[config.mk]
export PLATFORM = sky130hd
export DESIGN_NAME = updn_step_decoder
export DESIGN_NICKNAME = d
export VERILOG_FILES = /design/src/rtl/udd_pkg.sv /design/src/rtl/udd_sync.sv /design/src/rtl/udd_quad.sv /design/src/rtl/udd_step.sv /design/src/rtl/updn_step_decoder.sv
export SDC_FILE = /design/constraint.sdc
export NUM_CORES = 1
export LEC_CHECK = 0
export BUFFER_PORTS_ARGS = -buffer_cell sky130_fd_sc_hd__buf_4
export CAP_MARGIN = 20
export CORE_AREA = 4 4 41 43
export DETAILED_ROUTE_END_ITERATION = 12
export DIE_AREA = 0 0 45 47
export PLACE_DENSITY = 0.53
export SYNTH_ARGS = -nofsm -noshare
export SYNTH_HDL_FRONTEND = slang
export SYNTH_SLANG_ARGS = --single-unit
[constraint.sdc]
create_clock -name clk -period 1.7 [get_ports clk]
set_clock_uncertainty 0.1 [all_clocks]
set_input_delay 0.17 -clock clk [delete_from_list [all_inputs] [get_ports clk]]
set_output_delay 0.17 -clock clk [all_outputs]
set_load 0.005 [all_outputs]
[src/rtl/udd_pkg.sv]
package udd_pkg;
  typedef enum logic [1:0] {
    DIR_LEVEL = 2'b00,
    DIR_SPLIT = 2'b01,
    DIR_GATED = 2'b10,
    DIR_QUAD  = 2'b11
  } dir_mode_e;

  localparam int unsigned MIN_SYNC_DEPTH = 2;

  // Position of a two-bit {A,B} state along the forward cycle 00,01,11,10.
  function automatic logic [1:0] quad_pos(input logic [1:0] ab);
    quad_pos = {ab[1], ab[1] ^ ab[0]};
  endfunction
endpackage

[src/rtl/udd_sync.sv]
module udd_sync #(
  parameter int unsigned WIDTH = 2,
  parameter int unsigned DEPTH = 2
) (
  input  logic             clk,
  input  logic             rst,
  input  logic [WIDTH-1:0] din,
  output logic [WIDTH-1:0] cur,
  output logic [WIDTH-1:0] prev
);
  localparam int unsigned TAPS = DEPTH + 1;

  logic [WIDTH-1:0] pipe [TAPS];

  always_ff @(posedge clk) begin
    if (rst) pipe[0] <= '0;
    else     pipe[0] <= din;
  end

  for (genvar s = 1; s < TAPS; s++) begin : g_stage
    always_ff @(posedge clk) begin
      if (rst) pipe[s] <= '0;
      else     pipe[s] <= pipe[s-1];
    end
  end

  assign cur  = pipe[DEPTH-1];
  assign prev = pipe[DEPTH];
endmodule

[src/rtl/udd_quad.sv]
module udd_quad
  import udd_pkg::*;
(
  input  logic [1:0] ab_cur,
  input  logic [1:0] ab_prev,
  output logic       q_up,
  output logic       q_dn,
  output logic       q_bad
);
  logic [1:0] delta;

  always_comb begin
    delta = quad_pos(ab_cur) - quad_pos(ab_prev);
    q_up  = (delta == 2'd1);
    q_dn  = (delta == 2'd3);
    q_bad = (delta == 2'd2);
  end
endmodule

[src/rtl/udd_step.sv]
module udd_step
  import udd_pkg::*;
(
  input  logic      clk,
  input  logic      rst,
  input  dir_mode_e mode,
  input  logic      a_cur,
  input  logic      a_prev,
  input  logic      b_cur,
  input  logic      b_prev,
  input  logic      q_up,
  input  logic      q_dn,
  input  logic      q_bad,
  output logic      up_q,
  output logic      dn_q,
  output logic      err_q
);
  logic a_rise, b_rise, any_chg;
  logic up_n, dn_n, bad_n;

  assign a_rise  = a_cur & ~a_prev;
  assign b_rise  = b_cur & ~b_prev;
  assign any_chg = (a_cur ^ a_prev) | (b_cur ^ b_prev);

  always_comb begin
    up_n  = 1'b0;
    dn_n  = 1'b0;
    bad_n = 1'b0;
    unique case (mode)
      DIR_LEVEL: begin
        up_n = a_rise & ~b_cur;
        dn_n = a_rise &  b_cur;
      end
      DIR_SPLIT: begin
        up_n = a_rise & ~b_rise;
        dn_n = b_rise & ~a_rise;
      end
      DIR_GATED: begin
        up_n = a_rise &  b_cur;
        dn_n = a_rise & ~b_cur;
      end
      DIR_QUAD: begin
        up_n  = q_up;
        dn_n  = q_dn;
        bad_n = q_bad;
      end
      default: ;
    endcase
  end

  always_ff @(posedge clk) begin
    if (rst) begin
      up_q  <= 1'b0;
      dn_q  <= 1'b0;
      err_q <= 1'b0;
    end else begin
      up_q  <= up_n;
      dn_q  <= dn_n;
      err_q <= err_q | bad_n;
    end
  end


  excl_pulse_chk: assert property (@(posedge clk) disable iff (rst) !(up_q && dn_q));


  pulse_cause_chk: assert property (@(posedge clk) disable iff (rst)
    any_chg or !(up_n || dn_n));


  split_cancel_chk: assert property (@(posedge clk) disable iff (rst)
    (mode == DIR_SPLIT && a_rise && b_rise) |=> !(up_q || dn_q));


  quad_jump_chk: assert property (@(posedge clk) disable iff (rst)
    (mode == DIR_QUAD && (a_cur ^ a_prev) && (b_cur ^ b_prev)) |=> (!up_q && !dn_q && err_q));


  err_sticky_chk: assert property (@(posedge clk) disable iff (rst) err_q |=> err_q);
endmodule

[src/rtl/updn_step_decoder.sv]
module updn_step_decoder
  import udd_pkg::*;
#(
  parameter int unsigned SYNC_DEPTH = 2
) (
  input  logic       clk,
  input  logic       rst,
  input  logic       in_a,
  input  logic       in_b,
  input  logic [1:0] mode,
  output logic       up_pulse,
  output logic       down_pulse,
  output logic       seq_error
);
  localparam int unsigned DEPTH = (SYNC_DEPTH < MIN_SYNC_DEPTH) ? MIN_SYNC_DEPTH : SYNC_DEPTH;

  logic [1:0] ab_cur, ab_prev;
  logic       q_up, q_dn, q_bad;

  udd_sync #(.WIDTH(2), .DEPTH(DEPTH)) u_sync (
    .clk  (clk),
    .rst  (rst),
    .din  ({in_a, in_b}),
    .cur  (ab_cur),
    .prev (ab_prev)
  );

  udd_quad u_quad (
    .ab_cur  (ab_cur),
    .ab_prev (ab_prev),
    .q_up    (q_up),
    .q_dn    (q_dn),
    .q_bad   (q_bad)
  );

  udd_step u_step (
    .clk    (clk),
    .rst    (rst),
    .mode   (dir_mode_e'(mode)),
    .a_cur  (ab_cur[1]),
    .a_prev (ab_prev[1]),
    .b_cur  (ab_cur[0]),
    .b_prev (ab_prev[0]),
    .q_up   (q_up),
    .q_dn   (q_dn),
    .q_bad  (q_bad),
    .up_q   (up_pulse),
    .dn_q   (down_pulse),
    .err_q  (seq_error)
  );
endmodule

==> flow_summary.toml, run 1 <==
[final_layout]
final_util = 0.372
num-nets-final = 59
final_area_um2 = 484
n_antenna_cell = 0
area_delta_synth_final_pct = 28.1
drive_above_1_share = 0.240

[detailed_routing]
initialDrtViolationCount = 2
routed_wl_um = 635
routed_via_density = 4.52
drt_first_pass_iters = 3
postRouteAntennaNets = 0
drcViolationCount = 0
avgRoutedWirePerCell_um = 9.77
vias = 294

[clock_network]
cts_root_buf = "clkbuf_4"
cts_buffers = 3
cts_tree = "built"
cts_setup_buffers = 0
cts_sinks = 9
clk_pin_slew_ns = 0.06
htree_levels = 1
hold_buffers = 0
max-clock-path-buffers = 2
cts_resized = 0
clk_latency_ns = 0.26

[setup_path]
required_ns = 1.74
critPathCaptureType = "flip-flop"
crit_arrival_ns = 1.53
path_class = "flip-flop to flip-flop"
path_max_fanout = 5
start_kind = "flip-flop"

[power]
powerDensity_nw_per_um2 = 903
p_leak_nw = 0.201
irDropWorstVdd_mv = 0.608

[floorplan]
coreArea_um2 = 1300
dieArea_um2 = 2120
fp-row-count = 13
die_w_um = 45
start_util = 0.290
io_pins = 9
fp.dieH_um = 47

[synthesis]
avgSynthCellArea_um2 = 9.94
yosysWarnings = 0
yosysTopAreaCell = "dfxtp_1"
synthAdderAreaFrac = 0.0662
synthXorXnorAreaFrac = 0.0695
synth_area_um2 = 378
synthCells = 38
ys_ff_latch = 9
synth_compound_area_frac = 0.123
synth_top_area_share = 0.477
syn_nets = 46
synth.yosys.seq_area_share = 0.477
yosysUniqueCellTypes = 16
synth_mux_area_frac = 0
synth_top_family_by_area = "simple AND/OR/NAND/NOR gates"
synthTopCellsByArea = "dfxtp_1 48%, nor2b_1 9.9%, ha_1 6.6%"
synthSimpleGateAreaFrac = 0.255

[grt]
grt_overflow = 0
grt_antenna_before_repair = 0
grt_pass1_vias = 248
grt_first_pass_wirelength_um = 1030
grt_max_degree = 10
grt_usage = 0.0714

[sta]
fmax_mhz = 672
hold_violations = 0
setup_tns_ns = 0
maxSlewViolCount = 0
min_period_ns = 1.49
relSlewSlack = 0.823
fin_ws_ns = 0.212
final-setup-viol-count = 0
min_period_over_period = 0.875
rsz0062_at_grt = "false"
max_slew.worst_pin.slew_ns = 0.261

[placed_design]
placed_area_um2 = 457
numPortBuffers = 8
gp_congestion = 0.728
pre_cts_ws_ns = 0.242
hpwl_um = 485

[min_path]
hold_class = "input pin to flip-flop"

[run]
drv_cap = 0

[status]
outcome = "completed"
## synth_stat cells
cell,count
nor3b_1,1
nand2b_1,2
dfxtp_1,9
nor3_1,1
a21oi_1,4
and4b_1,1
nor2_1,2
xnor2_1,2
nor2b_1,6
o31a_1,2
nor4b_1,1
ha_1,2
nand2_1,2
inv_1,1
a41oi_1,1
xor2_1,1
## through the flow
stage / hold WS, ns / cells / power [mW]
finish: 0.0190 / 65 / 0.437
global placement: 0.280 / 61 / 0.282
floorplan: 0.142 / 38 / 0.257
global route: 0.0106 / 65 / 0.471
CTS: 0.00780 / 65 / 0.449
detailed placement: 0.289 / 61 / 0.282
## per-layer routing
| layer | up-vias | track usage | part of all wire | wire, µm |
|---|---|---|---|---|
| li1 | 158 | - | - | - |
| met1 | 127 | 0.0829 | 0.48 | 303 |
| met2 | 9 | 0.0989 | 0.43 | 275 |
| met3 | 0 | 0.0728 | 0.088 | 56 |
| met4 | 0 | 0 | 0 | 0 |
| met5 | - | 0 | 0 | 0 |
## path summary, 6_finish.rpt
check	startpoint	endpoint	slack, ns	depth (start not counted)
worst max-delay path	u_sync.pipe[1][0]$_SDFF_PP0_	u_step.up_q$_SDFF_PP0_	0.21	5
worst min-delay path	in_a	u_sync.pipe[0][1]$_SDFF_PP0_	0.02	2
worst max register to register	u_sync.pipe[1][0]$_SDFF_PP0_	u_step.up_q$_SDFF_PP0_	0.21	5
worst min register to register	u_sync.pipe[0][1]$_SDFF_PP0_	u_sync.pipe[1][1]$_SDFF_PP0_	0.34	1
## kinds of logic after synthesis
family | Yosys count
AOI/OAI and AO/OA | 7
xor gates and xnor gates | 3
adders and majority gates | 2
buffers and inverters | 1
DFF | 9
and+or+nand+nor | 16
## area by class of cell
type                    count  area [µm²]
flip-flops and latches      9         180
clock buffers               3        22.5
inverters                   1        3.75
repair buffers              8        60.1
clock inverters             1        5.00
well taps                  15        18.8
multi-input cells          28         194
fillers                   142         817
## sequential cells by signal, indices dropped and copies added, names as in the netlist
name and flops:
u_sync.pipe 6, u_step.dn_q 1, u_step.err_q 1, u_step.up_q 1
## where the power goes
part	switching, mW	internal, mW	total [mW]
Clock	0.0737	0.0866	0.160
Combinational	0.0233	0.0291	0.0524
Sequential	0.00413	0.220	0.224
## worst max-delay path: stages, from the launching register on
cell,delay [ns]
dfxtp_1,0.39
xnor2_1,0.10
ha_1,0.21
xnor2_1,0.25
nor3_1,0.09
o31a_1,0.24
## placed cells by master (no fill, tap or decap), drive strengths merged
cell	count
xor2	1
a41oi	1
nor2	2
nand2	2
nor2b	6
nor3b	1
inv	1
nand2b	2
dfxtp	9
nor4b	1
nor3	1
clkbuf	3
clkinv	1
o31a	2
xnor2	2
buf	8
ha	2
and4b	1
a21oi	4
Note: power is estimated with default switching activity, not from simulation.
==> run 2, diff against run 1 <==
--- a/config.mk
+++ b/config.mk
@@ -5,12 +5,14 @@
 export SDC_FILE = /design/constraint.sdc
 export NUM_CORES = 1
 export LEC_CHECK = 0
+export ABC_AREA = 1
 export BUFFER_PORTS_ARGS = -buffer_cell sky130_fd_sc_hd__buf_4
 export CAP_MARGIN = 20
 export CORE_AREA = 4 4 41 43
+export CTS_CLUSTER_SIZE = 28
 export DETAILED_ROUTE_END_ITERATION = 12
 export DIE_AREA = 0 0 45 47
-export PLACE_DENSITY = 0.53
+export PLACE_DENSITY = 0.56
 export SYNTH_ARGS = -nofsm -noshare
 export SYNTH_HDL_FRONTEND = slang
 export SYNTH_SLANG_ARGS = --single-unit
==> run 2 against run 1 <==
Effect of this change: sequential share of layout area fell by 2.9 points; flip-flop and latch count did not move; critical path depth rose by 2; worst hold slack got worse by 0.0040 ns; combinational power rose by 9.5%; final cell count rose by 34%; utilization rose by 3.2 points; critical path type unchanged; largest cell class unchanged.
==> flow_summary.toml, run 2 <==
[floorplan]
start_util = 0.326
fp.dieH_um = 47
fp-row-count = 13
coreArea_um2 = 1300
io_pins = 9
dieArea_um2 = 2120
die_w_um = 45

[sta]
relSlewSlack = 0.881
hold_violations = 0
rsz0062_at_grt = "false"
fmax_mhz = 743
setup_tns_ns = 0
min_period_ns = 1.35
min_period_over_period = 0.791
max_slew.worst_pin.slew_ns = 0.177
final-setup-viol-count = 0
maxSlewViolCount = 0

[clock_network]
cts_resized = 0
cts_sinks = 9
htree_levels = 1
clk_latency_ns = 0.25
cts_buffers = 3
max-clock-path-buffers = 2
cts_root_buf = "clkbuf_4"
cts_setup_buffers = 0
cts_tree = "built"
hold_buffers = 0
clk_pin_slew_ns = 0.06

[synthesis]
synth_common_cells = "14 x inv_1, 12 x nor2_1, 10 x nand2_1"
syn_nets = 69
yosysMostFrequentCell = "inv_1"
ys_ff_latch = 9
yosysWarnings = 0
synthTopCellsByArea = "dfxtp_1 42%, inv_1 12%, nor2_1 11%"
synthCells = 61
yosysTopAreaCell = "dfxtp_1"
synth-async-reset-ratio = 0
yosysUniqueCellTypes = 13
ys.flop_type = "dfxtp_1"
synth_area_um2 = 424
synth.yosys.seq_area_share = 0.425
avgSynthCellArea_um2 = 6.95
synth_top_area_share = 0.425
synth_edf_count = 0

[setup_path]
required_ns = 1.80
critPathCaptureType = "flip-flop"
crit_arrival_ns = 1.45
path_max_fanout = 4
worstReg2RegEnd = "u_step.up_q$_SDFF_PP0_"
start_kind = "flip-flop"
reg2reg_depth = 7
worstReg2RegStart = "u_sync.pipe[1][0]$_SDFF_PP0_"
rrSetupSlack_ns = 0.35
path_class = "flip-flop to flip-flop"

[detailed_routing]
postRouteAntennaNets = 0
wl_met2_um = 336
routed_via_density = 4.30
drcViolationCount = 0
wl_met1_um = 345
top_layer_used = "met4"
initialDrtViolationCount = 2
met3_wirelength_um = 27
drt_first_pass_iters = 2
routed_wl_um = 720
avgRoutedWirePerCell_um = 8.28
vias = 374

[power]
p_leak_nw = 0.268
irDropWorstVdd_mv = 0.422
powerDensity_nw_per_um2 = 839

[grt]
grt_overflow = 0
grt_antenna_before_repair = 0
grt_max_degree = 10
grt_usage = 0.0874
grt_pass1_vias = 357
grt_first_pass_wirelength_um = 1280

[final_layout]
final_common_cell = "inv_1"
num-nets-final = 81
area_delta_synth_final_pct = 23.9
final_cell_mix = "14 x inv_1, 12 x nor2_1, 10 x nand2_1, 9 x dfxtp_1, 8 x buf_4"
drive_above_1_share = 0.181
n_antenna_cell = 0
fin_cells = 87
fill_cells = 141
largest_register_ff_count = 6
top_register = "u_sync.pipe"

[min_path]
whs_endpoint = "u_sync.pipe[0][0]$_SDFF_PP0_"
hold_class = "input pin to flip-flop"
hp-start = "in_b"
hold_depth = 3

[run]
drv_cap = 0

[placed_design]
hpwl_um = 577
dp_cells = 83
gp_congestion = 0.676
numPortBuffers = 8

[status]
outcome = "completed"
[run 2: changes by cell type after synthesis, moves of 2 or more]
cell / delta
inv_1: +13
nor2_1: +10
nand2_1: +8
nor2b_1: -6
nand3_1: +4
nand2b_1: -2
nor2_2: +2
o31a_1: -2
[run 2: area by class of cell]
class                   instances  area [µm²]  share of cell area
clock buffers                   4        26.3              0.0500
inverters                      14        52.6               0.100
multi-input cells              37         188               0.357
flip-flops and latches          9         180               0.343
well taps                      15        18.8              0.0357
repair buffers                  8        60.1               0.114
[run 2: cell families (layout without fill, tap and decap cells)]
family / count (synthesis) / count (layout) / synth area share
compound gates: 4 / 4 / 0.0531
flops: 9 / 9 / 0.425
fa+ha+maj: 2 / 2 / 0.0590
xor+xnor: 2 / 2 / 0.0413
buf+inv: 15 / 26 / 0.133
simple gates: 29 / 29 / 0.289
[run 2: worst max-delay path by stage]
stage,from,slack (ns),cells after the start,endpoint
after floorplan,u_sync.pipe[2][0]$_SDFF_PP0_,0.47,7,u_step.dn_q$_SDFF_PP0_
after global routing,u_sync.pipe[2][0]$_SDFF_PP0_,0.23,7,u_step.up_q$_SDFF_PP0_
after global placement,u_sync.pipe[1][0]$_SDFF_PP0_,0.37,7,u_step.up_q$_SDFF_PP0_
final,u_sync.pipe[1][0]$_SDFF_PP0_,0.35,7,u_step.up_q$_SDFF_PP0_
after detailed placement,u_sync.pipe[1][0]$_SDFF_PP0_,0.36,7,u_step.up_q$_SDFF_PP0_
after CTS,u_sync.pipe[1][0]$_SDFF_PP0_,0.35,7,u_step.up_q$_SDFF_PP0_
[run 2: layer usage]
layer | track usage | vias to the layer above
met2 | 0.133 | 5
met3 | 0.0115 | 2
met1 | 0.0970 | 166
met4 | 0.105 | 0
met5 | 0 | -
li1 | - | 201
[run 2: power breakdown]
group / total [mW] / leakage [nW] / internal (mW) / switching (mW)
combinational: 0.0574 / 0.179 / 0.0281 / 0.0293
clock: 0.158 / 0.0150 / 0.0900 / 0.0682
sequential: 0.225 / 0.0739 / 0.220 / 0.00479
[run 2: critical path, cell delays in order (launching register included)]
cell	delay (ns)
dfxtp_1	0.39
xnor2_1	0.09
ha_1	0.32
nor2_2	0.13
nand3_1	0.08
nand3_1	0.08
nand2_1	0.06
inv_1	0.04
[run 2: stage by stage]
stage	worst slack, ns	util	total power [mW]	instance area [µm²]	hold WS, ns
6_report	0.354	0.404	0.441	526	0.0150
5_1_grt	0.228	0.404	0.470	526	0.0400
4_1_cts	0.350	0.404	0.451	526	0.00779
3_5_place_dp	0.363	0.384	0.288	499	0.280
3_3_place_gp	0.374	0.384	0.286	499	0.268
2_1_floorplan	0.471	-	0.264	424	0.177
